[config.mk]
export PLATFORM = sky130hd
export DESIGN_NAME = tmr0_prescale
export DESIGN_NICKNAME = d
export VERILOG_FILES = /design/src/rtl/tmr0_pkg.sv /design/src/rtl/tmr0_src.sv /design/src/rtl/tmr0_ctrl.sv /design/src/rtl/tmr0_dp.sv /design/src/rtl/tmr0_prescale.sv
export SDC_FILE = /design/constraint.sdc
export NUM_CORES = 1
export LEC_CHECK = 0
export ABC_AREA = 0
export CORE_MARGIN = 2
export CORE_UTILIZATION = 53
export DETAILED_ROUTE_END_ITERATION = 8
export HOLD_SLACK_MARGIN = 0.06
export PLACE_DENSITY = 0.8
export SYNTH_ARGS = -nofsm -noshare
export SYNTH_HDL_FRONTEND = slang
export SYNTH_SLANG_ARGS = --single-unit
export TNS_END_PERCENT = 5
[constraint.sdc]
create_clock -name clk -period 5.1 [get_ports clk]
set_input_delay 1.275 -clock clk [delete_from_list [all_inputs] [get_ports clk]]
set_output_delay 1.275 -clock clk [all_outputs]
set_load 0.02 [all_outputs]
[src/rtl/tmr0_pkg.sv]
package tmr0_pkg;
  typedef struct packed {
    logic load;
    logic tick;
  } tmr_strb_t;
endpackage

[src/rtl/tmr0_src.sv]
module tmr0_src #(
  parameter int BASE_DIV = 4,
  parameter int SYNC_N   = 2
) (
  input  logic clk,
  input  logic rstN,
  input  logic extPin,
  input  logic srcExt,
  input  logic edgeFall,
  output logic srcTick
);
  localparam int PH_W = (BASE_DIV > 1) ? $clog2(BASE_DIV) : 1;

  logic [PH_W-1:0] phase;
  logic [SYNC_N:0] sh;
  logic baseInt, extEdge;

  always_ff @(posedge clk or negedge rstN) begin
    if (!rstN) phase <= '0;
    else if (phase == PH_W'(BASE_DIV - 1)) phase <= '0;
    else phase <= phase + 1'b1;
  end

  for (genvar i = 0; i <= SYNC_N; i++) begin : g_sync
    if (i == 0) begin : g_first
      always_ff @(posedge clk or negedge rstN)
        if (!rstN) sh[0] <= 1'b0;
        else sh[0] <= extPin;
    end else begin : g_next
      always_ff @(posedge clk or negedge rstN)
        if (!rstN) sh[i] <= 1'b0;
        else sh[i] <= sh[i-1];
    end
  end

  assign baseInt = (phase == PH_W'(BASE_DIV - 1));
  assign extEdge = edgeFall ? (sh[SYNC_N] & ~sh[SYNC_N-1])
                            : (~sh[SYNC_N] & sh[SYNC_N-1]);
  assign srcTick = srcExt ? extEdge : baseInt;

  // internal ticks never come on adjacent cycles
  p_int_spacing_r2: assert property (@(posedge clk) disable iff (!rstN)
    (!srcExt && srcTick) |=> !baseInt);
  // a single edge never yields two ticks back to back
  p_one_per_edge_r5: assert property (@(posedge clk) disable iff (!rstN)
    (srcExt && $stable(srcExt) && $stable(edgeFall) && extEdge) |=> !extEdge);
endmodule

[src/rtl/tmr0_ctrl.sv]
module tmr0_ctrl
  import tmr0_pkg::*;
#(
  parameter int PS_SEL_W = 3
) (
  input  logic                clk,
  input  logic                rstN,
  input  logic                srcTick,
  input  logic                psToTimer,
  input  logic [PS_SEL_W-1:0] psRatio,
  input  logic                wrEn,
  output tmr_strb_t           strb
);
  localparam int PS_W = 1 << PS_SEL_W;

  logic [PS_W-1:0] psCnt;
  logic [PS_W:0]   maskWide;
  logic [PS_W-1:0] mask;
  logic            psHit;

  always_comb begin
    maskWide = ((PS_W+1)'(1) << (int'(psRatio) + 1)) - (PS_W+1)'(1);
    mask     = maskWide[PS_W-1:0];
    psHit    = ((psCnt & mask) == mask);
  end

  always_ff @(posedge clk or negedge rstN) begin
    if (!rstN) psCnt <= '0;
    else if (wrEn) psCnt <= '0;
    else if (psToTimer && srcTick) psCnt <= psCnt + 1'b1;
  end

  assign strb.load = wrEn;
  assign strb.tick = srcTick && (!psToTimer || psHit);

  // a load restarts the prescaler
  p_ps_clear_r8: assert property (@(posedge clk) disable iff (!rstN)
    wrEn |=> (psCnt == '0));
  // a prescaled tick only follows at least two source ticks
  p_ps_min_r3: assert property (@(posedge clk) disable iff (!rstN)
    (psToTimer && strb.tick) |-> (psCnt[0] == 1'b1));
endmodule

[src/rtl/tmr0_dp.sv]
module tmr0_dp
  import tmr0_pkg::*;
#(
  parameter int CNT_W = 8
) (
  input  logic             clk,
  input  logic             rstN,
  input  tmr_strb_t        strb,
  input  logic [CNT_W-1:0] wrData,
  input  logic             flagClr,
  output logic [CNT_W-1:0] count,
  output logic             ovfFlag
);
  localparam logic [CNT_W-1:0] TOP = '1;

  logic rollOver;
  assign rollOver = strb.tick && !strb.load && (count == TOP);

  always_ff @(posedge clk or negedge rstN) begin
    if (!rstN) count <= '0;
    else if (strb.load) count <= wrData;
    else if (strb.tick) count <= count + 1'b1;
  end

  always_ff @(posedge clk or negedge rstN) begin
    if (!rstN) ovfFlag <= 1'b0;
    else if (rollOver) ovfFlag <= 1'b1;
    else if (flagClr) ovfFlag <= 1'b0;
  end

  p_hold_r2: assert property (@(posedge clk) disable iff (!rstN)
    (!strb.load && !strb.tick) |=> $stable(count));
  p_inc_r2: assert property (@(posedge clk) disable iff (!rstN)
    (strb.tick && !strb.load) |=> (count == $past(count) + 1'b1));
  p_load_r9: assert property (@(posedge clk) disable iff (!rstN)
    strb.load |=> (count == $past(wrData)));
  p_wrap_r6: assert property (@(posedge clk) disable iff (!rstN)
    (strb.tick && !strb.load && count == TOP) |=> (ovfFlag && count == '0));
  p_sticky_r7: assert property (@(posedge clk) disable iff (!rstN)
    (ovfFlag && !flagClr) |=> ovfFlag);
endmodule

[src/rtl/tmr0_prescale.sv]
module tmr0_prescale
  import tmr0_pkg::*;
#(
  parameter int CNT_W    = 8,
  parameter int PS_SEL_W = 3,
  parameter int BASE_DIV = 4,
  parameter int SYNC_N   = 2
) (
  input  logic                clk,
  input  logic                rstN,
  input  logic                extPin,
  input  logic                srcExt,
  input  logic                edgeFall,
  input  logic                psToTimer,
  input  logic [PS_SEL_W-1:0] psRatio,
  input  logic                wrEn,
  input  logic [CNT_W-1:0]    wrData,
  input  logic                flagClr,
  output logic [CNT_W-1:0]    rdData,
  output logic                ovfFlag
);
  logic      srcTick;
  tmr_strb_t strb;

  tmr0_src #(.BASE_DIV(BASE_DIV), .SYNC_N(SYNC_N)) u_src (
    .clk(clk), .rstN(rstN), .extPin(extPin), .srcExt(srcExt),
    .edgeFall(edgeFall), .srcTick(srcTick)
  );

  tmr0_ctrl #(.PS_SEL_W(PS_SEL_W)) u_ctrl (
    .clk(clk), .rstN(rstN), .srcTick(srcTick), .psToTimer(psToTimer),
    .psRatio(psRatio), .wrEn(wrEn), .strb(strb)
  );

  tmr0_dp #(.CNT_W(CNT_W)) u_dp (
    .clk(clk), .rstN(rstN), .strb(strb), .wrData(wrData),
    .flagClr(flagClr), .count(rdData), .ovfFlag(ovfFlag)
  );
endmodule

==> out/qor.csv <==
stage;metric;value;unit
global_routing;grt_pass1_vias;944;
routing;drt-initial-drc-count;17;
synthesis;synth_top_family_by_area;simple AND/OR/NAND/NOR gates;
routing;met1_length;1150;um
global_routing;grt_overflow;0;
power_and_ir_drop;comb_power_share;0.198;
hold_path;whs_endpoint;u_src.sh[1];
die;start_util;0.555;
setup_path;critPathSlowestCell;clkdlybuf4s50_1;
final_layout;area_growth;26.3;%
routing;drt_wl_total;2410;um
synthesis;synth_common_cells;dfrtp_1 (22), nor2_1 (15), nand3_1 (8);
setup_path;r2r_cells;6;
clock_network;cts_resized;0;
clock_network;clock_sink_count;22;
final_layout;multi_input_area;607;um2
synthesis;synth_cells;123;
setup_path;critPathLaunchType;input port;
power_and_ir_drop;power_leakage;0.627;nW
sta;fmax;0.271;GHz
final_layout;drive_above_1_share;0.0671;
sta;finalSetupTns;0;ns
placement;dpl.hpwl;1800;um
synthesis;synth_top_area_frac;0.453;
global_routing;antenna_found_initial;0;
synthesis;synth_edf_count;0;
die;core-area;0.00219;mm2
routing;ant_nets;0;
setup_path;worstPathArrival;3.93;ns
global_routing;grt_max_degree;23;
setup_path;timing.rr.end;u_dp.count[7];
routing;firstDrtPassIters;4;
routing;wl_met3;71;um
power_and_ir_drop;ir_worst_vdd;258;uV
clock_network;cts_hold_buf;0;
setup_path;r2r_slack;2.90;ns
synthesis;synth.area.top_cells;dfrtp_1 (45%), nor2_1 (4.6%), xor2_1 (4.3%), ha_1 (4.1%), nand3_1 (3.3%);
synthesis;synth_top_area_cell;dfrtp_1;
hold_path;min_path_cells;0;
synthesis;ys_types;42;
setup_path;critical_path.max_stage_delay;0.55;ns
synthesis;synthAdderAreaFrac;0.0412;
setup_path;path_cells;clkdlybuf4s50_1, nor3_1, inv_1, ha_1, nor2b_1, o21ai_0, a311oi_2, o21ai_2, or4_1, a31oi_1;
synthesis;ys_warn_count;0;
final_layout;fillers;182;
synthesis;synthMuxAreaShare;0.0350;
clock_network;clk_path_buf_depth;2;
setup_path;crit_required;5.34;ns
power_and_ir_drop;switchingPower;103;uW
setup_path;end_kind;flip-flop;
clock_network;clk_pin_slew_worst_paths;0.12;ns
setup_path;crit_family;simple AND/OR/NAND/NOR gates;
hold_path;hold_class;flip-flop to flip-flop;
sta;setup_violations;0;
final_layout;register_area;551;um2
synthesis;synth_compound_area_frac;0.141;
clock_network;cts.htree.levels;1;
synthesis;async_flop_share;1.00;
synthesis;synth-simple-area-share;0.214;
die;die_x;51.9;um
power_and_ir_drop;p_seq_frac;0.476;
sta;finalClockSkew;0.00473;ns
die;die-area;0.00269;mm2
sta;min_period;3.69;ns
routing;routedWlPerCell;13.6;um
clock_network;cts_tree;done;
power_and_ir_drop;switching_share;0.254;
synthesis;yosysSeqAreaShare;0.453;
routing;met2_length;1130;um
sta;worst_slew_pin_slew;0.958;ns
sta;relSlewSlack;0.359;
final_layout;final_util;0.700;
routing;drt-vias-per-instance;5.79;
power_and_ir_drop;powerDensity;266;mW/mm2
placement;finalWeightedCongestion;0.782;
setup_path;cp_max_fo;13;
clock_network;cts_made_buffers;3;
clock_network;postCtsSetupBuffers;0;
setup_path;path_depth;10;
synthesis;synth_flop_cell;dfrtp_1;
routing;drc;0;
global_routing;grt_use_total;0.200;
sta;finalMaxSlewViolations;0;
synthesis;synth_xor_area_frac;0.0649;
sta;grt_setup_unrepaired;no;
power_and_ir_drop;clkPwrFrac;0.326;
final_layout;nets;173;
setup_path;path_buf_inv;2;
clock_network;clock_latency;0.31;ns
flow_run;maxCapViolations;0;
routing;maxUsedRoutingLayer;met4;
die;die_h;51.9;um
routing;vias;1024;
sta;period_share;0.724;
status;outcome;complete, no violations;
synthesis;syn_area;0.00121;mm2
synthesis;synth_most_common_cell;dfrtp_1;
synthesis;syn-mean-instance-area;9.88;um2
synthesis;synth_nets;146;
placement;port_buffers;27;
die;io_pins;28;
synthesis;ys_seq_elements;22;
sta;finalHoldViolCount;0;
hold_path;min_from;u_src.sh[0];
setup_path;r2r-start;u_src.sh[2];
die;rows;17;
setup_path;crit_type;input port to flip-flop;
power_and_ir_drop;intPower;304;uW
clock_network;clockRootBuffer;clkbuf_4;
final_layout;antenna_cells;0;
global_routing;grt_pass1_wl;4040;um
==> state kept, by name, summed over array words and instances, names as in the netlist <==
signal        flops
u_src.sh          3
u_dp.ovfFlag      1
u_ctrl.psCnt      8
u_src.phase       2
u_dp.count        8
==> worst max-delay path by stage <==
| stage | from | end |
|---|---|---|
| floorplan | psRatio[1] | u_dp.count[7] |
| global placement | psRatio[1] | u_dp.count[7] |
| detailed placement | psRatio[1] | u_dp.count[7] |
| CTS | psRatio[1] | u_dp.count[7] |
| global route | psRatio[1] | u_dp.count[7] |
| finish | psRatio[1] | u_dp.count[7] |
==> final cells by class <==
type / instances / area share
clock buffer: 3 / 0.0147
clock inverter: 1 / 0.0196
inverter: 5 / 0.0122
multi-input combinational: 91 / 0.396
sequential: 22 / 0.359
tap: 28 / 0.0228
timing repair buffer: 27 / 0.176
==> worst reg2reg max path, stage by stage, from the launching register on <==
cell and delay (ns):
dfrtp_1 0.40, or3b_1 0.37, a31oi_1 0.28, o31a_2 0.22
o21ai_2 0.15, or4_1 0.54, a31oi_1 0.17
==> cell families (layout without fill, tap and decap cells) <==
kind of cell               count (synthesis)  count (layout)
adders and majority gates                  4               4
AOI/OAI and AO/OA                         24              24
muxes                                      4               4
and+or+nand+nor                           49              49
buffers and inverters                     10              36
xor gates and xnor gates                   9               9
other                                      1               1
DFF                                       22              22
==> power by group through the flow <==
stage / Clock (mW) / Combinational [mW] / Sequential, mW
after detailed placement: 0 / 0.0805 / 0.197
after CTS: 0.136 / 0.0813 / 0.194
final: 0.133 / 0.0808 / 0.194
after global placement: 0 / 0.0781 / 0.197
after global routing: 0.143 / 0.0880 / 0.196
after floorplan: 0 / 0.0337 / 0.205
==> per-layer routing <==
layer  vias up  global-route usage
met2        23               0.314
met1       498               0.266
met5         -                   0
met4         0              0.0921
li1        495                   -
met3         8              0.0374
==> placed cells by master (no fill, tap or decap), types with 2 or more instances in the layout <==
cell	count
xnor2_1	3
mux2i_1	2
o21ai_0	4
or3_1	2
or4_1	3
ha_1	4
nand4_1	2
clkdlybuf4s50_1	27
clkbuf_4	3
nand2_1	6
inv_1	5
o31ai_1	2
a21oi_1	3
nor2b_1	2
nand3_1	8
xor2_1	6
nand3b_1	2
nor2_1	15
a31oi_1	5
dfrtp_1	22
and3_1	2
==> metrics by stage <==
step | cell area [um2] | total power [mW] | std cells | hold WS [ns] | worst slack [ns]
floorplan | 1210 | 0.238 | 123 | 0.331 | 1.91
global placement | 1480 | 0.275 | 173 | 0.343 | 1.27
detailed placement | 1480 | 0.278 | 173 | 0.336 | 1.10
CTS | 1530 | 0.411 | 177 | 0.375 | 1.42
global route | 1530 | 0.427 | 177 | 0.395 | 1.18
finish | 1530 | 0.408 | 177 | 0.373 | 1.41
Note: power is estimated with default switching activity, not from simulation.
